[src/rtl/phy_mgmt_pkg.sv]
package phy_mgmt_pkg;

  // control register bit positions
  localparam int CTRL_ISO  = 0;
  localparam int CTRL_ANEN = 1;
  localparam int CTRL_RST  = 2;

  // status register bit positions
  localparam int STAT_ABIL = 0;
  localparam int STAT_ADET = 1;
  localparam int STAT_ACMP = 2;
  localparam int STAT_LINK = 3;

  typedef enum logic [2:0] {
    SEL_DFLT,
    SEL_SHAD,
    SEL_TEST,
    SEL_CTRL,
    SEL_STAT
  } sel_e;

endpackage

[src/rtl/phy_mgmt_decode.sv]
module phy_mgmt_decode
  import phy_mgmt_pkg::*;
#(
  parameter int ADDR_W    = 5,
  parameter int SHADOW_LO = 24,
  parameter int SHADOW_HI = 30,
  parameter int TEST_ADDR = 31,
  parameter int CTRL_ADDR = 16,
  parameter int STAT_ADDR = 17
) (
  input  logic [ADDR_W-1:0] addr,
  input  logic              shadow_en,
  output sel_e              sel,
  output logic [ADDR_W-1:0] shadow_off
);

  logic in_window;

  always_comb begin
    in_window  = (addr >= ADDR_W'(SHADOW_LO)) && (addr <= ADDR_W'(SHADOW_HI));
    shadow_off = addr - ADDR_W'(SHADOW_LO);
    // test register first: it is never remapped
    if (addr == ADDR_W'(TEST_ADDR))        sel = SEL_TEST;
    else if (shadow_en && in_window)       sel = SEL_SHAD;
    else if (addr == ADDR_W'(CTRL_ADDR))   sel = SEL_CTRL;
    else if (addr == ADDR_W'(STAT_ADDR))   sel = SEL_STAT;
    else                                   sel = SEL_DFLT;
  end

endmodule

[src/rtl/phy_mgmt_bank.sv]
module phy_mgmt_bank #(
  parameter int DEPTH  = 7,
  parameter int DATA_W = 16,
  parameter int ADDR_W = 5
) (
  input  logic              clk,
  input  logic              rst_n,
  input  logic              we,
  input  logic [ADDR_W-1:0] widx,
  input  logic [DATA_W-1:0] wdata,
  input  logic [ADDR_W-1:0] ridx,
  output logic [DATA_W-1:0] rdata
);

  logic [DATA_W-1:0] mem [DEPTH];

  for (genvar g = 0; g < DEPTH; g++) begin : g_word
    always_ff @(posedge clk) begin
      if (!rst_n)
        mem[g] <= '0;
      else if (we && (widx == ADDR_W'(g)))
        mem[g] <= wdata;
    end
  end

  always_comb begin
    rdata = '0;
    for (int i = 0; i < DEPTH; i++) begin
      if (ridx == ADDR_W'(i)) rdata = mem[i];
    end
  end

endmodule

[src/rtl/phy_mgmt_status.sv]
module phy_mgmt_status
  import phy_mgmt_pkg::*;
#(
  parameter int DATA_W = 16
) (
  input  logic              clk,
  input  logic              rst_n,
  input  logic              ability_i,
  input  logic              ack_det_exit_i,
  input  logic              ack_cmp_exit_i,
  input  logic              link_fault_i,
  input  logic              link_up_i,
  input  logic              an_enable_i,
  input  logic              restart_i,
  input  logic              stat_rd_i,
  output logic [DATA_W-1:0] stat_word
);

  logic adet_q, acmp_q, link_ll_q;
  logic acmp_clr;

  assign acmp_clr = restart_i | link_fault_i | ~an_enable_i;

  always_ff @(posedge clk) begin
    if (!rst_n) begin
      adet_q    <= 1'b0;
      acmp_q    <= 1'b0;
      link_ll_q <= 1'b0;
    end else begin
      // clear conditions outrank the set strobes
      adet_q <= restart_i ? 1'b0 : (adet_q | ack_det_exit_i);
      acmp_q <= acmp_clr  ? 1'b0 : (acmp_q | ack_cmp_exit_i);
      if (!link_up_i)     link_ll_q <= 1'b0;
      else if (stat_rd_i) link_ll_q <= 1'b1;
    end
  end

  always_comb begin
    stat_word            = '0;
    stat_word[STAT_ABIL] = ability_i;
    stat_word[STAT_ADET] = adet_q;
    stat_word[STAT_ACMP] = acmp_q;
    stat_word[STAT_LINK] = link_ll_q;
  end

endmodule

[src/rtl/phy_mgmt_regs.sv]
module phy_mgmt_regs
  import phy_mgmt_pkg::*;
#(
  parameter int ADDR_W    = 5,
  parameter int DATA_W    = 16,
  parameter int NIB_W     = 4,
  parameter int SHADOW_LO = 24,
  parameter int SHADOW_HI = 30,
  parameter int TEST_ADDR = 31,
  parameter int CTRL_ADDR = 16,
  parameter int STAT_ADDR = 17,
  parameter int SHEN_BIT  = 7,
  parameter logic [DATA_W-1:0] TEST_RSVD = 16'h000B
) (
  input  logic              clk,
  input  logic              rst_n,
  input  logic              req_valid,
  output logic              req_ready,
  input  logic              req_write,
  input  logic [ADDR_W-1:0] req_addr,
  input  logic [DATA_W-1:0] req_wdata,
  output logic              rsp_valid,
  input  logic              rsp_ready,
  output logic [DATA_W-1:0] rsp_data,
  input  logic              ability_state_i,
  input  logic              ack_det_exit_i,
  input  logic              ack_cmp_exit_i,
  input  logic              link_fault_i,
  input  logic              link_up_i,
  input  logic [NIB_W-1:0]  txd_i,
  input  logic              tx_en_i,
  output logic [NIB_W-1:0]  txd_o,
  output logic              tx_en_o,
  input  logic [NIB_W-1:0]  rxd_i,
  output logic [NIB_W-1:0]  rxd_o,
  output logic              rxd_oe,
  input  logic              lpulse_req_i,
  output logic              lpulse_o,
  output logic              an_enable_o,
  output logic              an_restart_o
);

  localparam int DFLT_DEPTH = TEST_ADDR;
  localparam int SHAD_DEPTH = SHADOW_HI - SHADOW_LO + 1;

  logic              acc, wr, rd;
  sel_e              sel;
  logic [ADDR_W-1:0] shadow_off;
  logic              shen_q, iso_q, anen_q;
  logic              restart;
  logic [DATA_W-1:0] dflt_rdata, shad_rdata, stat_word;
  logic [DATA_W-1:0] test_word, ctrl_word, rd_word;
  logic              rv_q;
  logic [DATA_W-1:0] rdata_q;

  // request / response handshake
  assign req_ready = ~rv_q | rsp_ready;
  assign acc       = req_valid & req_ready;
  assign wr        = acc & req_write;
  assign rd        = acc & ~req_write;

  phy_mgmt_decode #(
    .ADDR_W(ADDR_W), .SHADOW_LO(SHADOW_LO), .SHADOW_HI(SHADOW_HI),
    .TEST_ADDR(TEST_ADDR), .CTRL_ADDR(CTRL_ADDR), .STAT_ADDR(STAT_ADDR)
  ) u_dec (
    .addr      (req_addr),
    .shadow_en (shen_q),
    .sel       (sel),
    .shadow_off(shadow_off)
  );

  phy_mgmt_bank #(.DEPTH(DFLT_DEPTH), .DATA_W(DATA_W), .ADDR_W(ADDR_W)) u_dflt (
    .clk  (clk),
    .rst_n(rst_n),
    .we   (wr && (sel == SEL_DFLT)),
    .widx (req_addr),
    .wdata(req_wdata),
    .ridx (req_addr),
    .rdata(dflt_rdata)
  );

  phy_mgmt_bank #(.DEPTH(SHAD_DEPTH), .DATA_W(DATA_W), .ADDR_W(ADDR_W)) u_shad (
    .clk  (clk),
    .rst_n(rst_n),
    .we   (wr && (sel == SEL_SHAD)),
    .widx (shadow_off),
    .wdata(req_wdata),
    .ridx (shadow_off),
    .rdata(shad_rdata)
  );

  // test and control registers
  assign restart = wr && (sel == SEL_CTRL) && req_wdata[CTRL_RST];

  always_ff @(posedge clk) begin
    if (!rst_n) begin
      shen_q <= 1'b0;
      iso_q  <= 1'b0;
      anen_q <= 1'b1;
    end else if (wr) begin
      if (sel == SEL_TEST) shen_q <= req_wdata[SHEN_BIT];
      if (sel == SEL_CTRL) begin
        iso_q  <= req_wdata[CTRL_ISO];
        anen_q <= req_wdata[CTRL_ANEN];
      end
    end
  end

  phy_mgmt_status #(.DATA_W(DATA_W)) u_stat (
    .clk           (clk),
    .rst_n         (rst_n),
    .ability_i     (ability_state_i),
    .ack_det_exit_i(ack_det_exit_i),
    .ack_cmp_exit_i(ack_cmp_exit_i),
    .link_fault_i  (link_fault_i),
    .link_up_i     (link_up_i),
    .an_enable_i   (anen_q),
    .restart_i     (restart),
    .stat_rd_i     (rd && (sel == SEL_STAT)),
    .stat_word     (stat_word)
  );

  // read mux
  always_comb begin
    test_word           = TEST_RSVD;
    test_word[SHEN_BIT] = shen_q;
    ctrl_word            = '0;
    ctrl_word[CTRL_ISO]  = iso_q;
    ctrl_word[CTRL_ANEN] = anen_q;
    case (sel)
      SEL_TEST: rd_word = test_word;
      SEL_SHAD: rd_word = shad_rdata;
      SEL_CTRL: rd_word = ctrl_word;
      SEL_STAT: rd_word = stat_word;
      default:  rd_word = dflt_rdata;
    endcase
  end

  always_ff @(posedge clk) begin
    if (!rst_n) begin
      rv_q    <= 1'b0;
      rdata_q <= '0;
    end else if (rd) begin
      rv_q    <= 1'b1;
      rdata_q <= rd_word;
    end else if (rsp_ready) begin
      rv_q    <= 1'b0;
    end
  end

  assign rsp_valid = rv_q;
  assign rsp_data  = rdata_q;

  // isolation gating
  assign txd_o        = iso_q ? '0 : txd_i;
  assign tx_en_o      = tx_en_i & ~iso_q;
  assign rxd_o        = iso_q ? '0 : rxd_i;
  assign rxd_oe       = ~iso_q;
  assign lpulse_o     = lpulse_req_i & ~iso_q;
  assign an_enable_o  = anen_q;
  assign an_restart_o = restart;

endmodule

[config.mk]
export PLATFORM = sky130hd
export DESIGN_NAME = phy_mgmt_regs
export DESIGN_NICKNAME = d
export VERILOG_FILES = /design/src/rtl/phy_mgmt_pkg.sv /design/src/rtl/phy_mgmt_decode.sv /design/src/rtl/phy_mgmt_bank.sv /design/src/rtl/phy_mgmt_status.sv /design/src/rtl/phy_mgmt_regs.sv
export SDC_FILE = /design/constraint.sdc
export NUM_CORES = 1
export LEC_CHECK = 0
export BUFFER_PORTS_ARGS = -buffer_cell sky130_fd_sc_hd__buf_2
export CAP_MARGIN = 15
export CORE_MARGIN = 2
export CORE_UTILIZATION = 35
export DETAILED_ROUTE_END_ITERATION = 10
export SYNTH_ARGS = -nofsm -noshare
export SYNTH_HDL_FRONTEND = slang
export SYNTH_SLANG_ARGS = --single-unit
[constraint.sdc]
create_clock -name clk -period 4.5 [get_ports clk]
set_clock_uncertainty 0.1 [all_clocks]
set_input_delay 0.9 -clock clk [delete_from_list [all_inputs] [get_ports clk]]
set_output_delay 0.9 -clock clk [all_outputs]
set_load 0.005 [all_outputs]
# After elaboration in Yosys (flattened, before gate mapping)
# Memory sizes are Yosys's and may differ from the RTL's.
# Cells that the tools add are included.
[totals]
reg_bits = 23
n_memories = 2
input_bits = 41
word_cells = 361
output_inout_bits = 31
ram_bits = 608
[classes]
n_eq_ne = 41
reduce_logical = 54
n_addsub = 1
mux = 200
n_lt_le_gt_ge = 2
bitwise = 53
[mem_list]
columns = ["memory", "words", "width", "rd", "rd_clocked_by_memory_dff", "write_ports", "line_no", "source"]
rows = [
  ["u_dflt.mem", 31, 16, 31, 0, 31, "phy_mgmt_bank.sv:15", "logic [DATA_W-1:0] mem [DEPTH];"],
  ["u_shad.mem", 7, 16, 7, 0, 7, "phy_mgmt_bank.sv:15", ""],
]
[op_table]
columns = ["operator", "n"]
rows = [
  ["$mux 16", 76],
  ["$mux 1", 117],
  ["$eq 5x5->1 const B", 16],
  ["$pmux 16 s4", 1],
  ["$logic_and 1x1->1", 45],
  ["$or 1x1->1", 43],
  ["$eq 5x4->1 const B", 8],
  ["$eq 5x3->1 const B", 7],
  ["$eq 5x2->1 const B", 4],
  ["$mux 3", 4],
  ["$eq 5x1->1 const B", 2],
  ["$logic_not 5->1", 2],
  ["$mux 4", 2],
  ["$eq 3x2->1 const B", 2],
  ["$reduce_and 2->1", 3],
  ["$and 1x1->1", 5],
  ["$ge 5x5->1 const B", 1],
  ["$le 5x5->1 const B", 1],
  ["$not 1->1", 5],
  ["$sub 5x5->5 const B", 1],
  ["$reduce_or 2->1", 2],
  ["$eq 3x1->1 const B", 1],
  ["$eq 3x3->1 const B", 1],
  ["$logic_not 3->1", 1],
  ["$reduce_bool 2->1", 1],
]

# Logic depth before layout (Yosys ltp)
# Gate-level depths: netlist of run 1.
[logic_depth]
word_depth = 33
depth_mapped = 13
mapped_depth_nobuf = 8

# Cells and area by module
# Synthesis of run 1 repeated with hierarchy kept, for this count alone.
[hier_totals]
hier_cells = 2705
hier_area_um2 = 31341.3
[modules_own_cells]
columns = ["mod", "seq_area_each_um2", "n_inst", "cells_each", "area_per_inst_um2"]
rows = [
  ["phy_mgmt_bank (u_dflt)", 14894.3, 1, 2048, 24432.2],
  ["phy_mgmt_bank (u_shad)", 3363.2, 1, 440, 5200.0],
  ["phy_mgmt_regs", 400.4, 1, 174, 1370.1],
  ["phy_mgmt_status", 60.1, 1, 26, 226.5],
  ["phy_mgmt_decode", 0.0, 1, 17, 112.6],
]

# Least setup slack after synthesis of run 1
# No wires, ideal clock.
[synth_timing]
path_kind = "in2reg"
start = "in req_addr[0]"
end = "mem u_dflt.mem[3][0], in the netlist u_dflt.mem[0][48], enable pin"
cell_stages = 7
setup_ns = 0.411
t_required_ns = 3.989
t_arrival_ns = 3.285
path_slack_ns = 0.703
path_cell_list = "buf_4 > buf_6 > and3b_1 > o21ai_2 > clkbuf_1 > nand4_1 > o21ai_0"
[synth_rtl]
columns = ["element", "line_no", "source"]
rows = [
  ["start, declared", "phy_mgmt_regs.sv:20", "input logic [ADDR_W-1:0] req_addr,"],
  ["end, declared", "phy_mgmt_bank.sv:15", ""],
]

# Worst setup path in the final report of run 1
[layout_timing]
start = "in req_addr[0]"
end = "out an_restart_o"
[layout_via]
elab_chain_len = 8
[layout_rtl]
columns = ["element", "line_no", "source"]
rows = [
  ["$ge 5x5->1 (tied with other cells)", "phy_mgmt_decode.sv:20", "in_window = (addr >= ADDR_W'(SHADOW_LO)) && (addr <= ADDR_W'(SHADOW_HI));"],
  ["$logic_and 1x1->1 / $mux 3 (equally long branches)", "phy_mgmt_decode.sv:20, phy_mgmt_decode.sv:26", ""],
  ["$logic_and 1x1->1 / $mux 3 (equally long branches)", "phy_mgmt_decode.sv:24, phy_mgmt_decode.sv:25", ""],
  ["$mux 3", "phy_mgmt_decode.sv:24", "else if (shadow_en && in_window) sel = SEL_SHAD;"],
  ["$mux 3 (*)", "phy_mgmt_decode.sv:23", "if (addr == ADDR_W'(TEST_ADDR)) sel = SEL_TEST;"],
  ["$eq 3x2->1 (*)", "phy_mgmt_regs.sv:93", "assign restart = wr && (sel == SEL_CTRL) && req_wdata[CTRL_RST];"],
  ["$logic_and 1x1->1 (*) (2 in series)", "phy_mgmt_regs.sv:93", ""],
  ["end, declared", "phy_mgmt_regs.sv:40", "output logic an_restart_o"],
]
# Every way passes the cells marked *; elsewhere a longest branch is shown, timed or not.

==> out/summary.md, run 1 <==
The final-report hold violation count is 0, and the die area is 88,600 sq um. The kind of capture point of the worst setup path was an output pin. Final worst-path setup slack: 178 ps. The first detailed-routing pass took 7 iterations. After filler insertion, the fill cell instance count of the layout stands at 8,104. The logs give 166 ps for the worst-case setup slack after placement and 3.33 mW for the net load switching power. Summing all flip-flop and latch instances after layout gives 18,700 sq um.

Net switching is 24.8% of the power. For the clock tree buffer depth, the log shows 3. The run gives 157,000 um as the global-route wire length before repair. Detailed placement ended at an HPWL of 71,300 um. Measured in cells, the most critical reg-to-reg path has a length of 5. The synthesized design spends more area on one cell type than any other, namely sky130_fd_sc_hd__edfxtp_1. By count the netlist is led by sky130_fd_sc_hd__edfxtp_1 (608), sky130_fd_sc_hd__and2_1 (579), sky130_fd_sc_hd__o21ai_0 (135). The tree is rooted in a sky130_fd_sc_hd__clkbuf_16.

After synthesis, the largest area contributor takes up 60.5% of total cell area. The share of layout cells above drive strength 1 is 15.4%. Buffers placed on the I/O ports in this run total 71. Clock tree synthesis found a total of 631 sinks.

The Yosys step of the flow raised 0 warnings. Counting instances, the worst hold path has a depth of 2. The kind of critical path was in -> out. For the pin with the worst max-slew slack, the measured transition is 1210 ps.

The final critical delay including setup and external delays is 4320 ps. The initial utilization of the core area, before any placement, comes to 35.4%. Of the synthesized area, sequential elements account for 62.0%.

The hold buffer count at cts came out at 0. The internal power of the cells came out at 10.1 mW. TritonCTS built the clock tree. The footprint of the multi-input gates was 10,600 sq um. For this run, the leading register cell type out of synthesis is sky130_fd_sc_hd__edfxtp_1. The maximum fanout encountered on the critical timing path came out at 32.

Die extent in y: 298 um. Max-cap violations in this run came to 0. The type of origin of the critical path is a primary input. The tools report the setup total negative slack as 0 ps.

The worst path uses 96.0% of the clock period. Setup repair after global routing left no endpoint under its margin. The critical path goes through buf_4, nor2_2, nand2_1, nor2_1, and2_1, buf_2. The ratio of total power to cell area is 391 nW/um^2. Among all stages on the critical path, the largest delay is contributed by sky130_fd_sc_hd__nor2_2. The run gives 24.2% as the total routing resource utilization after global routing. The die is 298 um wide. The logs give 3500 ps for the critical path required time and 8.3% for the combinational share of power. After floorplanning, the core was divided into 107 placement rows. The run gives 72 as the top-level port count. After detailed routing, the number of remaining DRC violations is 0.

Counting flops with an async set or reset pin after synthesis yields a share of 0%. The area growth from synthesis to layout is 13.9%. For this design the static power due to leakage is 12.4 nW. The tools report the signal arrival time at the worst endpoint as 3320 ps. Setup violations remaining at the end of the flow were counted as 0.

The run gives 0 as the number of buffers added for setup after CTS. The final layout contains routed wiring with a total length of 109,000 um. The gate count after technology mapping was 2,493; the relative contribution of the clock network to total power was 41.4%.

In this design, the stage delay of the slowest critical-path cell is 760 ps. The number of pins exceeding their max-slew limit in the final report came out at 0. The normalized max-slew margin came out at 19.7%. The flow ran to the end, and the final reports show no timing, DRC or antenna violations.

Yosys attributes the largest share of cell area to sky130_fd_sc_hd__edfxtp_1 (60%), sky130_fd_sc_hd__and2_1 (12%), sky130_fd_sc_hd__o21ai_0 (2.2%). The total area inside the core boundary comes to 85,300 sq um. After detailed routing, the average wire length per cell comes to 28.8 um. The pin count of the biggest net entering global routing is 52, and the clock transition time at the flip-flop clock pins of the worst setup and hold paths is 60 ps.

The initial antenna violation count came out at 10. Synthesis inferred 631 register bits. The final layout net count came out at 2,636. The average instance area after synthesis works out to 12.1 sq um.

Clock tree synthesis inserted a total of 70 buffers. Most frequent cell after synthesis: sky130_fd_sc_hd__edfxtp_1. The logs give 21.9k for the number of global-route vias before repair and 0 for the post-detailed-route count of antenna-violating nets. In this run the cell area of the synthesized design comes to 30,200 sq um.

Synthesis instantiated 90 different standard cells from the library. For this block, the via count after detailed routing is 22.2k. The congestion estimate from routability-driven global placement came to 0.944.

The logs give 40.3% for the share of the core filled with cells and 3 for the maximum level of the CTS H-tree. The source-to-sink clock delay at the later pin of the worst-skew pair was 630 ps. For this run, the top clock speed supported by timing is 231 MHz.

The path class of the tightest hold or removal check is in -> reg. Gates resized during post-CTS repair numbered 0. The peak supply drop is 0.000343 V. The share of total power dissipated in sequential elements is 50.3%. Global routing finished with a remaining overflow of 0. For this block, the initial DRC count from the detailed router was 3,284.

The per-cell via count in the routed design came out at 5.86. The count of flip-flops with a built-in enable after synthesis came out at 608.
-- cell type report --
class | count | share of cell area [%]
Sequential cell | 631 | 54.4
Multi-Input combinational cell | 1667 | 30.7
Clock buffer | 90 | 5.52
Timing Repair Buffer | 213 | 4.27
Tap cell | 1144 | 4.16
Clock inverter | 34 | 0.750
Inverter | 11 | 0.120
Antenna cell | 1 | 0.00728
-- through the flow --
step	cell area, sq um	std cells	hold slack (ps)	power [mW]
after floorplan	30300	2524	337	7.40
after global placement	32200	3664	355	7.95
after detailed placement	32200	3664	379	7.96
after CTS	34400	3788	307	13.5
after global routing	34400	3790	320	13.8
final	34400	3791	328	13.4
-- cell families (layout without fill, tap and decap cells) --
logic type / Yosys count / after routing / synth area share [%]
flip-flops: 631 / 631 / 62.0
AND/OR/NAND/NOR: 1015 / 1015 / 19.6
multiplexers: 73 / 73 / 2.78
adder cells (fa/ha/maj): 1 / 1 / 0.0414
other: 1 / 33 / 0.0124
buffers and inverters: 226 / 348 / 3.50
AO/OA/AOI/OAI: 546 / 546 / 12.1
-- worst paths after layout --
kind                                  startpoint  slack, ps                  to
worst min register to register  u_stat.link_ll_q        390    u_stat.link_ll_q
worst max-delay path                 req_addr[0]        180        an_restart_o
worst min-delay path                link_fault_i        330       u_stat.acmp_q
worst max register to register         rsp_valid       1430  u_dflt.mem[1][182]
-- layout by cell type, fill, tap and decap left out, types with 16 or more instances in the layout --
cell                          n
sky130_fd_sc_hd__a222oi_1    17
sky130_fd_sc_hd__o211ai_1    16
sky130_fd_sc_hd__mux2_2      27
sky130_fd_sc_hd__nand3_1     43
sky130_fd_sc_hd__a211oi_1    19
sky130_fd_sc_hd__a221oi_1    20
sky130_fd_sc_hd__nor2_1     104
sky130_fd_sc_hd__buf_2       69
sky130_fd_sc_hd__nor2_2      21
sky130_fd_sc_hd__edfxtp_1   608
sky130_fd_sc_hd__o221ai_1    25
sky130_fd_sc_hd__clkbuf_16   72
sky130_fd_sc_hd__dfxtp_1     23
sky130_fd_sc_hd__mux2i_1     40
sky130_fd_sc_hd__o22ai_1     42
sky130_fd_sc_hd__o21ai_1     35
sky130_fd_sc_hd__a21oi_1    102
sky130_fd_sc_hd__nor3_1      34
sky130_fd_sc_hd__a31oi_1     21
sky130_fd_sc_hd__o21ai_0    102
sky130_fd_sc_hd__buf_4      140
sky130_fd_sc_hd__and2_1     579
sky130_fd_sc_hd__a22oi_1     60
sky130_fd_sc_hd__conb_1      32
sky130_fd_sc_hd__nor2b_1     22
sky130_fd_sc_hd__nand2_1    107
-- worst max-delay path: cells and delay by family --
kind	cells	cell delay, ps
and+or+nand+nor	4	1940
buffers and inverters	2	430
-- registers in the layout, summed over array words and instances (netlist names) --
signal / cells
u_stat.adet_q: 1
u_shad.mem: 112
shen_q: 1
rsp_valid: 1
u_stat.link_ll_q: 1
u_stat.acmp_q: 1
an_enable_o: 1
rsp_data: 16
iso_q: 1
u_dflt.mem: 496
-- per-layer routing --
metal | GRT usage [%] | vias to the layer above | part of all wire [%]
li1 | - | 9412 | -
met1 | 33.0 | 11284 | 41
met2 | 38.1 | 1244 | 46
met3 | 5.02 | 251 | 9.4
met4 | 8.97 | 8 | 3.8
met5 | 0 | - | 0.046
-- power groups by stage --
stage / Combinational (mW) / Sequential [mW] / Clock [mW]
CTS: 1.08 / 6.77 / 5.60
global placement: 1.07 / 6.88 / 0
detailed placement: 1.08 / 6.89 / 0
finish: 1.11 / 6.77 / 5.57
floorplan: 0.551 / 6.85 / 0
global route: 1.15 / 6.79 / 5.83
Power figures use the tool's default switching activity.
==> run 2: changes to the inputs <==
Settings changed: CORE_MARGIN 2 to 3, PLACE_DENSITY set to 0.47.
==> out/summary.md, run 2 (synthesis gave the netlist of run 1 again) <==
The top-level port count is 72, and the number of pins exceeding their max-slew limit in the final report is 0. Global routing finished with a remaining overflow of 0. The logs give 0 for the final-report hold violation count and 3 for the clock tree buffer depth. The number of optimization iterations in the first detailed-route pass was 8. Grouping stages by cell kind, the critical path spends the most delay in compound AO/OA/AOI/OAI gates.

The tools report the source-to-sink clock delay at the later pin of the worst-skew pair as 630 ps. The flip-flop count of the largest register after layout is 496. The tool flagged a number of max-cap violations equal to 0.

For the vias after detailed routing, the log shows 22.0k. Once the floorplan was initialized, standard cells occupied 35.4% of the core. Final hold analysis gives a worst-case slack of 336 ps. The maximum single-stage delay on the critical path came out at 800 ps. The routed design could run at a clock period as short as 4040 ps. The run gives 2,614 as the count of routing violations after the opening detailed-route iteration. The die is 300 um tall. The design draws 14.0 mW. The post-route DRC violation count is 0.

The number of global-route vias before repair was 22.0k; the critical path required time was 4890 ps. The worst path uses 89.9% of the clock period. The leakage power summed over all cells is 12.6 nW, and the clock transition time at the flip-flop clock pins of the worst setup and hold paths is 60 ps. For this design, the sink count on the clock tree is 631. The number of buffers and inverters on the critical path is 3. In the final design database the tool counted 2,652 nets.

The setup path with the least slack is of type in -> reg. The largest individual stage delay along the critical path comes from the cell sky130_fd_sc_hd__o211ai_1. STA classifies the critical path endpoint as a flop. Maximum fanout encountered on the critical timing path: 25.

The width of the die was 300 um. In the final routed layout, each cell accounts on average for 31.0 um. Clock tree synthesis selected as its root buffer the cell sky130_fd_sc_hd__clkbuf_16.

STA puts the critical path data arrival time at 4440 ps. The congestion estimate from routability-driven global placement came to 0.909. The tools report the type of origin of the critical path as a primary input. The tools report the footprint of the multi-input gates as 10,600 sq um. The area growth from synthesis to layout is 15.2%. Setup repair after global routing left no endpoint under its margin. The maximum clock frequency came out at 247 MHz. In this run the register-to-register setup slack is 1520 ps. Fill cells in the final layout number 8,125. The hold buffer count at cts came out at 0. Setup violations remaining at the end of the flow were counted as 0. The H-tree was split into 3 levels. The share of layout cells above drive strength 1 is 16.1%.

Across the whole layout, storage elements account for 18,700 sq um. The total routing resource utilization after global routing came out at 26.0%. The endpoint of the worst-slack reg-to-reg timing path was u_dflt.mem[0][72].

The most flop-heavy register was u_dflt.mem. TritonCTS built the clock tree. For the setup total negative slack, the log shows 0 ps. In the layout the commonest cells are sky130_fd_sc_hd__edfxtp_1 (608), sky130_fd_sc_hd__and2_1 (579), sky130_fd_sc_hd__buf_4 (148).

The total CTS buffers was 75; the ratio of total power to cell area was 403 nW/um^2. The worst hold path was traced through 2 stages. The normalized max-slew margin was 13.8%. Leaving out fill and tap cells, the most frequent cell in the layout is sky130_fd_sc_hd__edfxtp_1. Per-cell via count in the routed design: 5.75. The hold path startpoint was link_fault_i.

The worst-case IR drop observed on VDD is 0.000274 V. The die covers 89,800 sq um. The startpoint of the worst register-to-register path was rsp_valid. For the routed wire length, the log shows 118,000 um. The path with the worst hold slack has its endpoint at u_stat.acmp_q. Input and output buffers added on the ports amount to 71. After clock tree synthesis, the repair step resized 0 gates.

Entering global routing, the biggest net connects 64 pins. For the pin with the worst max-slew slack, the measured transition is 1290 ps. The first global-routing pass estimated 167,000 um of wire. The tightest min-delay check is of the in -> reg type.

The detail route stage leaves a number of antenna-violating nets equal to 0. The flow ran to the end, and the final reports show no timing, DRC or antenna violations. In this design, the critical path's most frequently occurring cell is sky130_fd_sc_hd__buf_4. The region available for standard cell placement spans 85,300 sq um. In this run the core area contains 107 standard-cell rows.

Summed over all nets, the half-perimeter wirelength after detailed placement is 77,100 um. The signal on the critical path passes through buf_2, buf_4, nor3b_4, nand2_1, o211ai_1, a31oi_1, buf_4, a2111oi_1, o41ai_2. Initial antenna violation count: 14. Post-CTS timing repair inserted 0 buffers for setup. The worst register-to-register path has a depth of 5.
## run 2: cell types whose count changed in the layout (fill, tap and decap cells not counted), sizes merged
cell	before	now
buf	213	224
clkinv	28	38
bufinv	3	6
clkinvlp	0	3
clkbuf	90	92
inv	14	12
diode	1	2
## run 2: power by group
| group | total [mW] | switching [mW] | leakage, nW | internal (mW) |
|---|---|---|---|---|
| Clock | 6.09 | 2.60 | 1.19 | 3.50 |
| Sequential | 6.77 | 0.101 | 6.38 | 6.67 |
| Combinational | 1.16 | 0.856 | 5.01 | 0.301 |
| Total | 14.0 | 3.55 | 12.6 | 10.5 |
## run 2: area by class of cell
cell class              instances  share of cell area (%)
flip-flops and latches        631                    53.8
multi-input cells            1667                    30.4
clock buffers                  92                    5.67
repair buffers                224                    4.54
well taps                    1144                    4.12
clock inverters                48                    1.33
inverters                      11                   0.119
diodes                          2                  0.0144
## run 2: worst register-to-register path, stage by stage, from the launching register on
cell	delay, ps
sky130_fd_sc_hd__dfxtp_1	310
sky130_fd_sc_hd__nand2b_1	140
sky130_fd_sc_hd__and3_1	580
sky130_fd_sc_hd__nand4_4	460
sky130_fd_sc_hd__nor3_2	1000
sky130_fd_sc_hd__and2_1	250
## run 2: worst max path at each step
stage	startpoint	to	slack [ps]	cells past startpoint
floorplan	req_addr[0]	u_dflt.mem[0][48]	700	7
global placement	req_addr[2]	rsp_data[8]	50	9
detailed placement	req_addr[2]	rsp_data[8]	30	9
CTS	req_addr[2]	an_restart_o	580	7
global route	req_addr[2]	an_restart_o	390	7
finish	req_addr[2]	rsp_data[8]	460	9
## run 2: through the flow
stage               utilization, %  instances  setup slack [ps]  cell area, sq um
finish                        40.8       3819               456             34800
global route                  40.8       3817               386             34800
CTS                           40.8       3817               578             34800
detailed placement            37.9       3677              32.2             32300
global placement              37.9       3677              50.6             32300
floorplan                        -       2524               703             30300
## run 2: layer usage
| metal | global-route usage [%] | wire (um) | up-vias |
|---|---|---|---|
| li1 | - | - | 9454 |
| met3 | 6.88 | 10700 | 210 |
| met5 | 0.325 | 206 | - |
| met2 | 40.4 | 53400 | 1081 |
| met1 | 35.1 | 49700 | 11206 |
| met4 | 9.38 | 4230 | 12 |
==> run 3: changes to the inputs <==
Settings changed: PLACE_DENSITY 0.47 to unset.
==> out/summary.md, run 3 (synthesis gave the netlist of run 1 again) <==
72 I/O pins were placed. The first global-routing pass estimated 161,000 um of wire. The final layout contains routed wiring with a total length of 111,000 um. Post-CTS timing repair inserted 0 buffers for setup.

Prior to clock tree synthesis, the placed netlist has a worst setup slack of 101 ps. Ratio of total power to cell area: 397 nW/um^2. For the post-route DRC violation count, the log shows 0. The library cell used most frequently in the layout, excluding fill and tap cells, is sky130_fd_sc_hd__edfxtp_1. For the pin with the worst max-slew slack, the measured transition is 1270 ps. The run gives 3 as the clock tree buffer depth. The run finished with clean final reports. The region available for standard cell placement spans 85,300 sq um. In this run the horizontal extent of the chip is 300 um.

The pin count of the biggest net entering global routing was 51; the flip-flop count of the largest register after layout was 496. The worst-case IR drop observed on VDD is 0.000323 V. The first routing iteration left 2,974 violations. Clock tree root driver cell: sky130_fd_sc_hd__clkbuf_16. For the final routed database, the setup TNS stands at 0 ps. The average detailed-routed wire length per instance was 29.4 um. In the layout the commonest cells are sky130_fd_sc_hd__edfxtp_1 (608), sky130_fd_sc_hd__and2_1 (579), sky130_fd_sc_hd__buf_4 (138).

Class of the tightest hold or removal check: in -> reg. At the later pin of the worst-skew pair, clock insertion delay measures 620 ps. The share of layout cells above drive strength 1 was 15.5%. The run gives 12.5 nW as the leakage power summed over all cells.

For this run the aggregate overflow at the end of global routing stands at 0. The final critical delay including setup and external delays came out at 4030 ps. The gate family responsible for the most delay along the worst path was buffers and inverters. In this design, the critical path's most frequently occurring cell is sky130_fd_sc_hd__buf_2. The largest single stage delay on the critical path is 560 ps. Maximum level of the CTS H-tree: 3. The signed area change from the synthesized netlist to the final layout is 14.7%.

Counting the buffers created by CTS gives 70. The count of nets left with antenna violations once routing finished came out at 0. In the routed layout, each cell is associated on average with a via count of 5.84.

Counting flops per register, the top entry is u_dflt.mem. The HPWL after detailed placement is 73,400 um. At the end of the flow, the number of nets in the layout was 2,639. The number of gates resized after CTS was 0. The run gives 0 as the number of maximum-capacitance violations.

The die area is 89,800 sq um. The hold buffer count at cts was 0; the final-report hold violation count was 0. Global routing used 24.6% of the available tracks.

The number of clock sinks was 631; the maximum clock frequency was 248 MHz. Measured on the finished design, the core utilization comes to 40.6%. After clock tree synthesis, the clock-pin slew on the worst setup and hold paths is 60 ps. The number of buffer and inverter instances along the worst setup path works out to 3. The final critical path takes up 89.6% of the cycle. The worst setup path is captured at an output pin.

The type of origin of the critical path was a primary input. Summing over every cut layer, the via total after detailed routing is 22.2k. The maximum fanout encountered on the critical timing path is 33, and the signal arrival time at the worst endpoint is 3030 ps. The number of global-route vias before repair is 22.1k, and the initial core utilization is 35.4%. The worst pin sits at a relative slew slack of 15.1%. The logs give 0 for the number of pins exceeding their max-slew limit in the final report and 107 for the count of standard-cell rows. Traced cell by cell, the critical path runs through buf_2, buf_4, nor3_1, o211ai_2, nand3_1, nor2_1, and2_1, buf_2. By startpoint and endpoint, the worst setup path is classified as in -> out. The logs give 8 for the initial antenna violation count and 470 ps for the final worst-path setup slack.

Setup violations remaining at the end of the flow were counted as 0. Data on the critical path is required at its endpoint by 3500 ps. From bottom edge to top edge, the die measures 300 um.

The master of the slowest instance on the critical path was sky130_fd_sc_hd__buf_2. TritonCTS built the clock tree. Hold is met by 340 ps. Setup repair after global routing left no endpoint under its margin. The first detailed-routing pass ran for 6 iterations. The completed layout was analyzed and its total power is 13.7 mW.

The tools report the placer congestion estimate as 0.927. The number of buffer cells added on primary ports was 71.
[run 3: cell types whose count changed in the layout (fill, tap and decap cells not counted), sizes merged]
cell and change:
diode -1, clkinvlp +1, clkinv -15, inv -1, bufinv +2, clkbuf -5, buf -8
[run 3: per-layer routing]
metal / vias up / routed length (um) / global-route usage (%)
met1: 11178 / 45900 / 34.6
met3: 218 / 11400 / 4.48
li1: 9418 / - / -
met2: 1334 / 49700 / 37.8
met5: - / 23 / 0
met4: 4 / 4320 / 9.54
[run 3: worst paths after layout]
kind | from | end | slack [ps] | cells after the start
setup reg to reg | rsp_valid | u_dflt.mem[1][230] | 1340 | 5
hold reg to reg | u_stat.link_ll_q | u_stat.link_ll_q | 400 | 2
hold / removal | link_fault_i | u_stat.acmp_q | 340 | 2
setup / recovery | req_addr[2] | an_restart_o | 470 | 8
[run 3: cell type report]
cell class	instances	area (sq um)
Tap cell	1144	1430
Clock inverter	35	438
Timing Repair Buffer	216	1550
Inverter	11	41.3
Antenna cell	1	2.50
Multi-Input combinational cell	1667	10600
Fill cell	7990	50700
Sequential cell	631	18700
Clock buffer	87	1870
[run 3: power by group]
part / total [mW] / internal (mW) / leakage, nW / switching [mW]
clock network: 5.86 / 3.42 / 1.11 / 2.44
logic: 1.12 / 0.298 / 4.98 / 0.824
registers: 6.77 / 6.67 / 6.38 / 0.102
[run 3: through the flow]
| step | instance area, sq um | cells |
|---|---|---|
| global placement | 32300 | 3669 |
| detailed placement | 32300 | 3669 |
| CTS | 34600 | 3791 |
| finish | 34600 | 3792 |
| floorplan | 30300 | 2524 |
| global route | 34600 | 3791 |
